**src/rtl/rs_pkg.sv**
```systemverilog
package rs_pkg;
  typedef enum logic [1:0] {
    UC_ALU = 2'd0,
    UC_LS  = 2'd1,
    UC_FP  = 2'd2
  } unit_e;
endpackage

```
**src/rtl/rs_station.sv**
```systemverilog
// One reservation entry: payload, source flags and wakeup compare.
module rs_station #(
  parameter int OP_W  = 4,
  parameter int TAG_W = 5
) (
  input  logic             clk,
  input  logic             rst_n,
  input  logic             fill,
  input  logic [OP_W-1:0]  fill_op,
  input  logic [TAG_W-1:0] fill_dst,
  input  logic [TAG_W-1:0] fill_src1,
  input  logic             fill_rdy1,
  input  logic [TAG_W-1:0] fill_src2,
  input  logic             fill_rdy2,
  input  logic             cdb_valid,
  input  logic [TAG_W-1:0] cdb_tag,
  input  logic             issue,
  output logic             busy,
  output logic             ready,
  output logic [OP_W-1:0]  op,
  output logic [TAG_W-1:0] dst
);
  logic             busy_q, busy_d;
  logic             rdy1_q, rdy1_d, rdy2_q, rdy2_d;
  logic [TAG_W-1:0] src1_q, src2_q;
  logic [OP_W-1:0]  op_q;
  logic [TAG_W-1:0] dst_q;

  always_comb begin
    busy_d = busy_q;
    rdy1_d = rdy1_q | (cdb_valid && cdb_tag == src1_q);
    rdy2_d = rdy2_q | (cdb_valid && cdb_tag == src2_q);
    if (fill) begin
      busy_d = 1'b1;
      rdy1_d = fill_rdy1 | (cdb_valid && cdb_tag == fill_src1);
      rdy2_d = fill_rdy2 | (cdb_valid && cdb_tag == fill_src2);
    end else if (issue) begin
      busy_d = 1'b0;
    end
  end

  always_ff @(posedge clk or negedge rst_n) begin
    if (!rst_n) busy_q <= 1'b0;
    else        busy_q <= busy_d;
  end

  always_ff @(posedge clk) begin
    rdy1_q <= rdy1_d;
    rdy2_q <= rdy2_d;
    if (fill) begin
      op_q   <= fill_op;
      dst_q  <= fill_dst;
      src1_q <= fill_src1;
      src2_q <= fill_src2;
    end
  end

  assign busy  = busy_q;
  assign ready = busy_q & rdy1_q & rdy2_q;
  assign op    = op_q;
  assign dst   = dst_q;
endmodule

```
**src/rtl/rs_age_pick.sv**
```systemverilog
// Age matrix: older_q[j][i] set means entry j was filled before entry i.
module rs_age_pick #(
  parameter int N = 5
) (
  input  logic         clk,
  input  logic         rst_n,
  input  logic [N-1:0] alloc,
  input  logic [N-1:0] req,
  output logic [N-1:0] grant
);
  logic [N-1:0] older_q [N];
  logic [N-1:0] older_d [N];

  always_comb begin
    for (int i = 0; i < N; i++) older_d[i] = older_q[i];
    for (int i = 0; i < N; i++) begin
      if (alloc[i]) begin
        older_d[i] = '0;
        for (int j = 0; j < N; j++)
          if (j != i) older_d[j][i] = 1'b1;
      end
    end
  end

  always_ff @(posedge clk or negedge rst_n) begin
    if (!rst_n) begin
      for (int i = 0; i < N; i++) older_q[i] <= '0;
    end else begin
      for (int i = 0; i < N; i++) older_q[i] <= older_d[i];
    end
  end

  always_comb begin
    grant = '0;
    for (int i = 0; i < N; i++) begin
      logic beaten;
      beaten = 1'b0;
      for (int j = 0; j < N; j++)
        if (j != i && req[j] && older_q[j][i]) beaten = 1'b1;
      grant[i] = req[i] & ~beaten;
    end
  end
endmodule

```
**src/rtl/rs_result_line.sv**
```systemverilog
// Latency delay line; entry k holds the tag due on the bus k cycles from now.
module rs_result_line #(
  parameter int TAG_W = 5,
  parameter int DEPTH = 3,
  parameter int LAT_W = 2
) (
  input  logic             clk,
  input  logic             rst_n,
  input  logic             push,
  input  logic [LAT_W-1:0] push_lat,
  input  logic [TAG_W-1:0] push_tag,
  output logic [DEPTH:0]   occ,
  output logic             cdb_valid,
  output logic [TAG_W-1:0] cdb_tag
);
  logic [DEPTH-1:0] v_q, v_d;
  logic [TAG_W-1:0] t_q [DEPTH];
  logic [TAG_W-1:0] t_d [DEPTH];

  always_comb begin
    for (int k = 0; k < DEPTH - 1; k++) begin
      v_d[k] = v_q[k+1];
      t_d[k] = t_q[k+1];
    end
    v_d[DEPTH-1] = 1'b0;
    t_d[DEPTH-1] = t_q[DEPTH-1];
    if (push) begin
      v_d[push_lat - 1'b1] = 1'b1;
      t_d[push_lat - 1'b1] = push_tag;
    end
  end

  always_ff @(posedge clk or negedge rst_n) begin
    if (!rst_n) v_q <= '0;
    else        v_q <= v_d;
  end

  always_ff @(posedge clk) begin
    for (int k = 0; k < DEPTH; k++) t_q[k] <= t_d[k];
  end

  assign occ       = {1'b0, v_q};
  assign cdb_valid = v_q[0];
  assign cdb_tag   = t_q[0];
endmodule

```
**src/rtl/rs_pool.sv**
```systemverilog
module rs_pool #(
  parameter int OP_W     = 4,
  parameter int TAG_W    = 5,
  parameter int N_ALU    = 1,
  parameter int N_LS     = 2,
  parameter int N_FP     = 2,
  parameter int LAT_INT  = 1,
  parameter int LAT_LONG = 3,
  localparam int N       = N_ALU + N_LS + N_FP,
  localparam int IDX_W   = $clog2(N),
  localparam int LAT_W   = $clog2(LAT_LONG + 1)
) (
  input  logic             clk,
  input  logic             rst_n,
  input  logic             disp_valid,
  input  logic [1:0]       disp_unit,
  input  logic [OP_W-1:0]  disp_op,
  input  logic [TAG_W-1:0] disp_dst,
  input  logic [TAG_W-1:0] disp_src1,
  input  logic             disp_rdy1,
  input  logic [TAG_W-1:0] disp_src2,
  input  logic             disp_rdy2,
  output logic             disp_stall,
  output logic             iss_valid,
  output logic [1:0]       iss_unit,
  output logic [IDX_W-1:0] iss_slot,
  output logic [OP_W-1:0]  iss_op,
  output logic [TAG_W-1:0] iss_dst,
  output logic             cdb_valid,
  output logic [TAG_W-1:0] cdb_tag
);
  import rs_pkg::*;

  function automatic unit_e unit_of(int idx);
    if (idx < N_ALU)        return UC_ALU;
    if (idx < N_ALU + N_LS) return UC_LS;
    return UC_FP;
  endfunction

  // reset: asserted at once, released on the clock
  logic [1:0] rst_sync;
  logic       rst_q;
  always_ff @(posedge clk or negedge rst_n) begin
    if (!rst_n) rst_sync <= 2'b00;
    else        rst_sync <= {rst_sync[0], 1'b1};
  end
  assign rst_q = rst_sync[1];

  logic [N-1:0]     st_busy, st_ready, free_hit, fill, req, grant;
  logic [OP_W-1:0]  st_op  [N];
  logic [TAG_W-1:0] st_dst [N];
  logic [1:0]       st_unit[N];
  logic [LAT_LONG:0] occ;
  logic             found;
  logic [LAT_W-1:0] push_lat;

  for (genvar i = 0; i < N; i++) begin : g_st
    localparam unit_e UNIT = unit_of(i);
    localparam int    LAT  = (UNIT == UC_ALU) ? LAT_INT : LAT_LONG;

    assign st_unit[i]  = UNIT;
    assign free_hit[i] = (disp_unit == UNIT) && !st_busy[i];
    assign req[i]      = st_ready[i] && !occ[LAT];

    rs_station #(.OP_W(OP_W), .TAG_W(TAG_W)) u_st (
      .clk       (clk),
      .rst_n     (rst_q),
      .fill      (fill[i]),
      .fill_op   (disp_op),
      .fill_dst  (disp_dst),
      .fill_src1 (disp_src1),
      .fill_rdy1 (disp_rdy1),
      .fill_src2 (disp_src2),
      .fill_rdy2 (disp_rdy2),
      .cdb_valid (cdb_valid),
      .cdb_tag   (cdb_tag),
      .issue     (grant[i]),
      .busy      (st_busy[i]),
      .ready     (st_ready[i]),
      .op        (st_op[i]),
      .dst       (st_dst[i])
    );
  end

  // dispatch: lowest free station of the requested class
  always_comb begin
    found = 1'b0;
    fill  = '0;
    for (int i = 0; i < N; i++) begin
      if (free_hit[i] && !found) begin
        fill[i] = disp_valid;
        found   = 1'b1;
      end
    end
  end
  assign disp_stall = disp_valid && !found;

  rs_age_pick #(.N(N)) u_pick (
    .clk   (clk),
    .rst_n (rst_q),
    .alloc (fill),
    .req   (req),
    .grant (grant)
  );

  always_comb begin
    iss_slot = '0;
    iss_op   = '0;
    iss_dst  = '0;
    iss_unit = UC_ALU;
    for (int i = 0; i < N; i++) begin
      if (grant[i]) begin
        iss_slot = IDX_W'(i);
        iss_op   = st_op[i];
        iss_dst  = st_dst[i];
        iss_unit = st_unit[i];
      end
    end
  end
  assign iss_valid = |grant;
  assign push_lat  = (iss_unit == UC_ALU) ? LAT_W'(LAT_INT) : LAT_W'(LAT_LONG);

  rs_result_line #(.TAG_W(TAG_W), .DEPTH(LAT_LONG), .LAT_W(LAT_W)) u_line (
    .clk       (clk),
    .rst_n     (rst_q),
    .push      (iss_valid),
    .push_lat  (push_lat),
    .push_tag  (iss_dst),
    .occ       (occ),
    .cdb_valid (cdb_valid),
    .cdb_tag   (cdb_tag)
  );
endmodule

```
**config.mk**
```make
export PLATFORM = sky130hd
export DESIGN_NAME = rs_pool
export DESIGN_NICKNAME = d
export VERILOG_FILES = /design/src/rtl/rs_pkg.sv /design/src/rtl/rs_station.sv /design/src/rtl/rs_age_pick.sv /design/src/rtl/rs_result_line.sv /design/src/rtl/rs_pool.sv
export SDC_FILE = /design/constraint.sdc
export NUM_CORES = 1
export LEC_CHECK = 0
export BUFFER_PORTS_ARGS = -buffer_cell sky130_fd_sc_hd__buf_2
export CAP_MARGIN = 15
export CORE_MARGIN = 2
export CORE_UTILIZATION = 40
export DETAILED_ROUTE_END_ITERATION = 16
export SETUP_SLACK_MARGIN = 0.2
export SLEW_MARGIN = 20
export SYNTH_ARGS = -nofsm -noshare
export SYNTH_HDL_FRONTEND = slang
export SYNTH_SLANG_ARGS = --single-unit
```
**constraint.sdc**
```tcl
create_clock -name clk -period 4.2 [get_ports clk]
set_input_delay 0.63 -clock clk [delete_from_list [all_inputs] [get_ports clk]]
set_output_delay 0.63 -clock clk [all_outputs]
set_load 0.02 [all_outputs]
```
==> results.md, run 1 <==
- Data on the critical path arrives at its endpoint at 2930 ps.
- The share of synthesized area in the top cell type comes to 0.499.
- The path category of the worst min-delay check is reg -> async.
- The final standard cell count with taps included and fillers excluded is 681.
- The pre-antenna-repair detailed-routing pass consisted of 4 iterations.
- The worst clock skew on the final layout is 3.90 ps.
- The number of vias per cell after detailed routing is 5.16.
- In the finished design, the share of the clock period the worst path needs comes to 0.848.
- Once detailed placement completed, the half-perimeter wirelength came to 7920 um.
- The run finished with clean final reports.
- The post-CTS clock slew at the launch and capture registers of the worst setup and hold paths is 50 ps.
- The clock network latency to the later pin of the worst-skew pair is 420 ps.
- The share of synthesized area occupied by flip-flops and latches is 0.691.
- The final antenna diode count is 0.
- The biggest fanout along the worst timing path is 9.
- In this run the power density over the cells is 762 mW/mm^2.
- The smallest clock period supported by the final layout is computed as 3560 ps.
- The x dimension of the die is 127 um.
- The post-detailed-route wirelength per cell is 18.2 um.
- The total overflow left after global routing is 0.
- The number of nets in the synthesized netlist is 462.
- The number of clock buffers inserted by TritonCTS is 17.
- In the global route stage, overall resource usage came out at 0.165.
- Measured against its own limit, the worst slew margin works out to 0.258.
- In the post-synthesis netlist, the biggest area contributors are edfxtp_1 (50%), dfrtp_1 (12%), xor2_1 (7.0%).
- The mean area per synthesized cell is 13.8 um^2.
- Counting instances in the post-synthesis netlist gives the leading cell types as edfxtp_1 (100), xor2_1 (48), nor2_1 (41).
- For this design the static power due to leakage is 2.71 nW.
- In this run the remaining antenna-violating nets after routing total 0.
- The number of vias after detailed routing is 3,511.
- Synthesis inferred 150 register bits.
- The deepest clock path buffer count is 2.
- The worst setup path is captured at a primary output.
- The die covers 0.0160 mm^2.
- Fill cells in the final layout number 1,263.
- After clock tree synthesis, the setup repair step added 0 buffers.
- In the post-synthesis netlist, the cell with the most instances is edfxtp_1.
- Routability-driven placement finished with a final weighted congestion of 0.794.
- For this block, the initial DRC count from the detailed router was 189.
- The total routed wirelength is 12,400 um.
- The H-tree was split into 4 levels.
- The starting utilization of the core area is 0.412.
- The Yosys step of the flow raised 0 warnings.
- The final hold violation count is 0.
- Summed over all instances, the cell type with the most area after synthesis is edfxtp_1.
- The slew of the pin with the lowest slew margin is 1110 ps.
- The max-capacitance violation count is 0.
- In this run, synthesis inferred 100 flip-flops with an integrated enable.
- The count of final max-slew check failures is 0.
- The die extent in y is 127 um.
- For this design, the sink count on the clock tree is 150.
- The region available for standard cell placement spans 0.0146 mm^2.
- The total number of nets in the final design is 510.
- For this run, the leading register cell type out of synthesis is edfxtp_1.
- The CTS tree is done.
- Setup repair after global routing left no endpoint under its margin.
- The summed negative setup slack over all endpoints is 0 ps.
- In this run, placement finished with an instance count of 648.
- In the final layout, the share of cells above drive strength 1 is 0.191.
- The first-pass GRT wire length is 19,800 um.
- The worst setup path is of the reg -> out kind.
- The number of library cell types mapped by synthesis is 46.
- STA puts the critical path data required time at 3570 ps.
- The share of synthesized registers carrying an async set or reset is 0.200.
- The remaining design rule violation count is 0.
- The via count of the first global-routing pass is 3,529.
- After floorplanning, the core was divided into 44 placement rows.
- STA classifies the critical path startpoint as a flop.
- The number of input and output port buffers inserted is 47.
- The instance count of the mapped netlist is 436.
- The synthesis-to-layout area growth is 16.0%.
- The clock root buffer master is clkbuf_16.
- IR analysis of the VDD net gives a maximum drop of 0.000466 V.
- The summed instance area of the synthesized netlist is 0.00601 mm^2.
- Entering global routing, the biggest net connects 29 pins.
- Setup violations remaining at the end of the flow were counted as 0.
- The number of antenna violations at the first check in global routing was 0.
- The number of primary I/O pins is 48.
- The maximum clock frequency is 0.281 GHz.
## flip-flops by register name (all words and copies together), names as in the netlist, named ones only
register,cells
g_st.u_st.busy,5
g_st.u_st.dst,25
g_st.u_st.op,20
g_st.u_st.rdy1_q,5
g_st.u_st.rdy2_q,5
g_st.u_st.src1_q,25
g_st.u_st.src2_q,25
rst_sync,2
u_line.t_q,10
u_line.v_q,3
u_pick.older_q,20
## critical path: stages (launching register included)
cell	delay, ps
dfrtp_1	440
and3_1	290
a22oi_1	220
and4_1	340
or3b_1	570
o2111ai_2	280
a22o_1	190
buf_2	170
## worst paths after layout
path / to / start / slack [ps] / cells past startpoint
worst max-delay path: iss_dst[1] / g_st[2].u_st.busy$_DFFE_PN0P_ / 640 / 7
worst min-delay path: u_pick.older_q[17]$_DFFE_PN0P_ / rst_sync[1]$_DFF_PN0_ / 280 / 0
worst max register to register: flop / g_st[4].u_st.busy$_DFFE_PN0P_ / 1680 / 6
worst min register to register: u_pick.older_q[17]$_DFFE_PN0P_ / rst_sync[1]$_DFF_PN0_ / 280 / 0
max in group asynchronous: u_line.v_q[0]$_DFF_PN0_ / rst_sync[1]$_DFF_PN0_ / 3520 / 0
min in group clk: u_line.t_q[0][8]$_DFF_P_ / flop / 350 / 0
## where the power goes
group / total, W / switching (W) / internal (W)
Clock: 0.00149 / 0.000538 / 0.000947
Sequential: 0.00228 / 0.000355 / 0.00193
Combinational: 0.00155 / 0.000913 / 0.000637
Total: 0.00532 / 0.00181 / 0.00351
## cell families after synthesis
logic type      Yosys count  share of synthesized area
mux                       5                    0.00936
buf+inv                  42                     0.0354
flops                   150                      0.691
xor+xnor                 60                     0.0874
other cells               1                   0.000623
compound gates           60                     0.0803
simple gates            118                     0.0963
## cells in the final DEF (no fill, tap or decap), types with 2 or more instances in the layout
| cell | netlist | layout |
|---|---|---|
| edfxtp_1 | 100 | 100 |
| a22oi_1 | 2 | 2 |
| xor2_1 | 48 | 48 |
| inv_1 | 14 | 14 |
| nor2_1 | 41 | 40 |
| clkinv_1 | 2 | 3 |
| a311oi_1 | 10 | 10 |
| a21o_1 | 7 | 7 |
| xnor2_1 | 12 | 12 |
| and3_2 | 2 | 2 |
| buf_4 | 8 | 7 |
| buf_2 | 2 | 47 |
| a21oi_1 | 13 | 13 |
| o21ai_0 | 3 | 3 |
| and3_1 | 5 | 5 |
| nand4_1 | 2 | 2 |
| o2111ai_2 | 5 | 5 |
| clkbuf_16 | 0 | 17 |
| dfxtp_1 | 20 | 20 |
| mux2_2 | 5 | 5 |
| and4_1 | 2 | 2 |
| o2111ai_1 | 4 | 4 |
| a31oi_1 | 2 | 2 |
| dfrtp_1 | 30 | 29 |
| bufinv_16 | 0 | 3 |
| clkbuf_1 | 10 | 9 |
| nand3_1 | 12 | 12 |
| nand2b_1 | 3 | 3 |
| nand2_1 | 28 | 28 |
| or3_1 | 3 | 3 |
| nor4_1 | 12 | 12 |
| a22o_1 | 9 | 9 |
## routing by layer
metal	up-vias	wire [um]	track usage	part of all wire
met5	-	0	0	0
met2	79	5980	0.260	0.48
met3	13	496	0.0375	0.040
li1	1672	-	-	-
met4	0	202	0.0666	0.016
met1	1747	5710	0.222	0.46
## stage by stage
step | power [W] | util | worst slack [ps] | hold slack [ps] | instance area [um^2]
5_1_grt | 0.00561 | 0.478 | 491 | 343 | 6980
3_3_place_gp | 0.00384 | 0.438 | 1150 | 324 | 6390
4_1_cts | 0.00537 | 0.478 | 628 | 314 | 6980
6_report | 0.00532 | 0.478 | 638 | 283 | 6980
3_5_place_dp | 0.00388 | 0.438 | 1090 | 309 | 6390
2_1_floorplan | 0.00340 | - | 1540 | 323 | 6010
## repair_timing
item	CTS	global route
endpoints found under the hold margin	2	0
resized for setup	0	0
hold buffers	1	0
## cell type report
type                    instances  area [um^2]  share of cell area
clock inverters                 5         98.8              0.0142
repair buffers                 55          298              0.0427
clock buffers                  27          473              0.0678
multi-input cells             244         1660               0.238
inverters                      16         60.1             0.00861
well taps                     184          230              0.0330
flip-flops and latches        150         4160               0.596
Note: power is estimated with default switching activity, not from simulation.
==> inputs of run 2 (changes only) <==
==> constraint.sdc (replaced) <==
create_clock -name clk -period 3 [get_ports clk]
set_input_delay 0.45 -clock clk [delete_from_list [all_inputs] [get_ports clk]]
set_output_delay 0.45 -clock clk [all_outputs]
set_load 0.02 [all_outputs]
==> run 2 against run 1 <==
  * Worst setup slack got worse by 560 ps
  * First-iteration DRC count grew 31%
  * Global-route usage up 0.91 points
  * Cell count up 4.0%
  * Non-clock buffer count rose by 27
  * Register-to-register slack got worse by 1200 ps
  * Via count rose by 5.7%
  * Critical path depth is 1 higher
  * Routed wire length grew 5.6%
  * Clock power rose by 42%
  * Power up 55%
  * Combinational power is 90% higher
  * Critical endpoint is now iss_dst[0]
  * Largest power group unchanged
  * Highest routed layer unchanged
==> results.md, run 2 (same netlist as run 1, synthesis figures left out) <==
- Based on the critical path, the design can be clocked at up to 0.342 GHz.
- The sink count of the clock tree is 150 (unchanged).
- The static leakage power came to 2.91 nW (was 2.71 nW).
- The post-CTS clock slew at the launch and capture registers of the worst setup and hold paths is 60 ps (was 50 ps).
- The slew of the pin with the lowest slew margin is 943 ps (was 1110 ps).
- The kind of capture point of the worst setup path is a primary output (unchanged).
- The register share of total power was 0.387 (was 0.429).
- The largest net degree at the start of global routing is 29 (unchanged).
- Setup repair after global routing missed its margin: yes (was no).
- The number of primary I/O pins came to 48 (unchanged).
- The starting DRC count in detailed routing came to 248 (was 189).
- The worst hold path begins at disp_op[2].
- The data arrival time of the critical path is 2470 ps (was 2930 ps).
- The count of antenna-violating nets left after detailed routing came to 0 (unchanged).
- The total number of nets in the final design came to 537 (was 510).
- The area inside the core boundary is 0.0146 mm^2 (unchanged).
- The remaining global-route overflow came to 0 (unchanged).
- Status: finished clean (unchanged).
- The cell with the most instances on the worst path is buf_6.
- The path category of the worst min-delay check was in -> reg (was reg -> async).
- The multi-input combinational cell area is 0.00180 mm^2 (was 0.00166 mm^2).
- The count of filler cells inserted in the layout came to 1,202 (was 1,263).
- The power density over cell area is 1110 mW/mm^2 (was 762 mW/mm^2).
- Ordered list of cells on the worst path: and3_4 -> a22oi_2 -> and4_4 -> or3b_4 -> buf_6 -> o2111ai_4 -> a22o_1 -> buf_6 (was and3_1 -> a22oi_1 -> and4_1 -> or3b_1 -> o2111ai_2 -> a22o_1 -> buf_2).
- The headroom to the max-slew limit was 0.371 (was 0.258).
- The CTS tree is done (unchanged).
- The length of the first detailed-routing pass in iterations is 7 (was 4).
- The clock root buffer master is clkbuf_16 (unchanged).
- The total buffers and inverters traversed by the critical path is 2 (was 1).
- The worst clock skew on the final layout came to 6.64 ps (was 3.90 ps).
- The total routed wirelength is 13,100 um (was 12,400 um).
- The data required time at the worst endpoint is 2550 ps (was 3570 ps).
- The share of layout cells above drive strength 1 is 0.277 (was 0.191).
- The startpoint of the worst-slack reg-to-reg timing path is g_st[0].u_st.busy$_DFFE_PN0P_ (was g_st[4].u_st.busy$_DFFE_PN0P_).
- The worst setup timing slack at the placement stage came to 270 ps (was 1090 ps).
- The clock network latency to the later pin of the worst-skew pair was 420 ps (about the same).
- The type of the worst setup path is reg -> out (unchanged).
- The number of input and output port buffers inserted is 47 (unchanged).
- The leading cell type in the layout, fill and taps excluded is edfxtp_1 (unchanged).
- The number of antenna violations at the first check in global routing is 0 (unchanged).
- The number of setup violations in the final report is 0 (unchanged).
- The post-detailed-route wirelength per cell came to 18.5 um (was 18.2 um).
- The row count is 44 (unchanged).
- The worst-case hold slack came to 262 ps (was 283 ps).
- The startpoint of the worst setup timing path is g_st[2].u_st.busy$_DFFE_PN0P_ (unchanged).
- The remaining design rule violation count came to 0 (unchanged).
- The fraction of power spent switching nets is 0.336 (was 0.340).
- The first-pass GRT wire length came to 21,000 um (was 19,800 um).
- The starting utilization of the core area came to 0.412 (unchanged).
- The weighted congestion at the end of routability-driven global placement is 0.843 (was 0.794).
- The clock power share is 0.256 (was 0.279).
- The final hold violation count is 0 (unchanged).
- The peak supply drop is 0.000749 V (was 0.000466 V).
- The number of vias after detailed routing is 3,712 (was 3,511).
- The category of the worst setup path launch point is a flop (unchanged).
- The register area is 0.00416 mm^2 (about the same).
- The number of clock buffers inserted by TritonCTS is 17 (unchanged).
- The via count of the first global-routing pass was 3,777 (was 3,529).
- The maximum level of the CTS H-tree is 4 (unchanged).
- The master of the slowest instance on the critical path is or3b_4 (was or3b_1).
- The max-capacitance violation count is 0 (unchanged).
- The synthesis-to-layout area growth is 23.8% (was 16.0%).
- The final critical-path required period is 2920 ps.
- The peak per-stage delay on the critical path is 390 ps (was 570 ps).
- The relative contribution of combinational cells to total power is 0.356 (was 0.291).
- Of the available clock period, the critical path in the final layout requires 0.974.
- The count of final max-slew check failures is 0 (unchanged).
- The biggest fanout along the worst timing path came to 4 (was 9).
- The final antenna diode count came to 0 (unchanged).
- The power consumption is 0.00826 W (was 0.00532 W).
- The die extent in y is 127 um (unchanged).
- The kind of cell with the highest combined delay on the critical path is simple AND/OR/NAND/NOR gates (unchanged).
- The internal power of the cells was 0.00549 W (was 0.00351 W).
- The number of vias per cell after detailed routing was 5.24 (was 5.16).
- The deepest clock path buffer count is 2 (unchanged).
- The x dimension of the die is 127 um (unchanged).
- The final worst-path setup slack is 79.2 ps (was 638 ps).
- The reg-to-reg setup timing slack is 520 ps (was 1680 ps).
- The total routing resource utilization after global routing was 0.174 (was 0.165).
- The HPWL reported at the end of detailed placement is 8290 um (was 7920 um).
- The die area is 0.0160 mm^2 (unchanged).
- Top library cells by usage in the layout, fill and taps aside: edfxtp_1 (100), xor2_1 (48), nor2_1 (40) (was edfxtp_1 (100), xor2_1 (48), buf_2 (47)).
- The net switching power of the design came to 0.00278 W (was 0.00181 W).
## run 2: cell types whose count changed in the layout (fill, tap and decap cells not counted), sizes merged
cell    previous run  this run
buf               54        81
bufinv             3         0
clkinv             4         6
clkbuf            27        28
## run 2: worst paths after layout
| path | to | cells after the start |
|---|---|---|
| max reg2reg | u_line.t_q[0][3]$_DFF_P_ | 7 |
| max | iss_dst[0] | 8 |
| min in group asynchronous | u_pick.older_q[19]$_DFFE_PN0P_ | 0 |
| min | g_st[3].u_st.op[2]$_DFFE_PP_ | 1 |
| max in group asynchronous | g_st[3].u_st.busy$_DFFE_PN0P_ | 0 |
| min reg2reg | u_pick.older_q[19]$_DFFE_PN0P_ | 0 |
## run 2: per-stage QoR
step | utilization | instance area, um^2 | TNS, ps | std cells
floorplan | - | 6010 | 0 | 436
global placement | 0.444 | 6470 | 0 | 657
finish | 0.511 | 7450 | 0 | 708
global route | 0.511 | 7450 | -72.2 | 708
CTS | 0.508 | 7410 | 0 | 707
detailed placement | 0.444 | 6470 | 0 | 657
## run 2: power by group through the flow
stage	Combinational, W	Sequential, W	Clock (W)
after floorplan	0.00184	0.00292	0
after global placement	0.00224	0.00324	0
after detailed placement	0.00228	0.00324	0
after CTS	0.00288	0.00321	0.00215
after global routing	0.00320	0.00326	0.00223
final	0.00295	0.00320	0.00212
## run 2: area by class of cell
| cell class | instances | area share |
|---|---|---|
| clock inverters | 4 | 0.00319 |
| repair buffers | 82 | 0.0801 |
| multi-input cells | 244 | 0.241 |
| inverters | 16 | 0.00806 |
| flip-flops and latches | 150 | 0.558 |
| clock buffers | 28 | 0.0783 |
| well taps | 184 | 0.0309 |
## run 2: repair_timing
action | in CTS | in global routing
setup endpoints to repair | 11 | 14
endpoints found under the hold margin | 2 | 0
gates cloned | 0 | 0
gates resized for setup | 46 | 8
buffers inserted | 17 | 1
pin swaps | 17 | 8
hold buffers | 1 | 0
## run 2: per-layer routing
metal  up-vias  GRT usage  routed length [um]
met2       105      0.269                6260
li1       1724          -                   -
met4         0     0.0743                 336
met5         -          0                   0
met3        29     0.0434                 621
met1      1854      0.236                5860
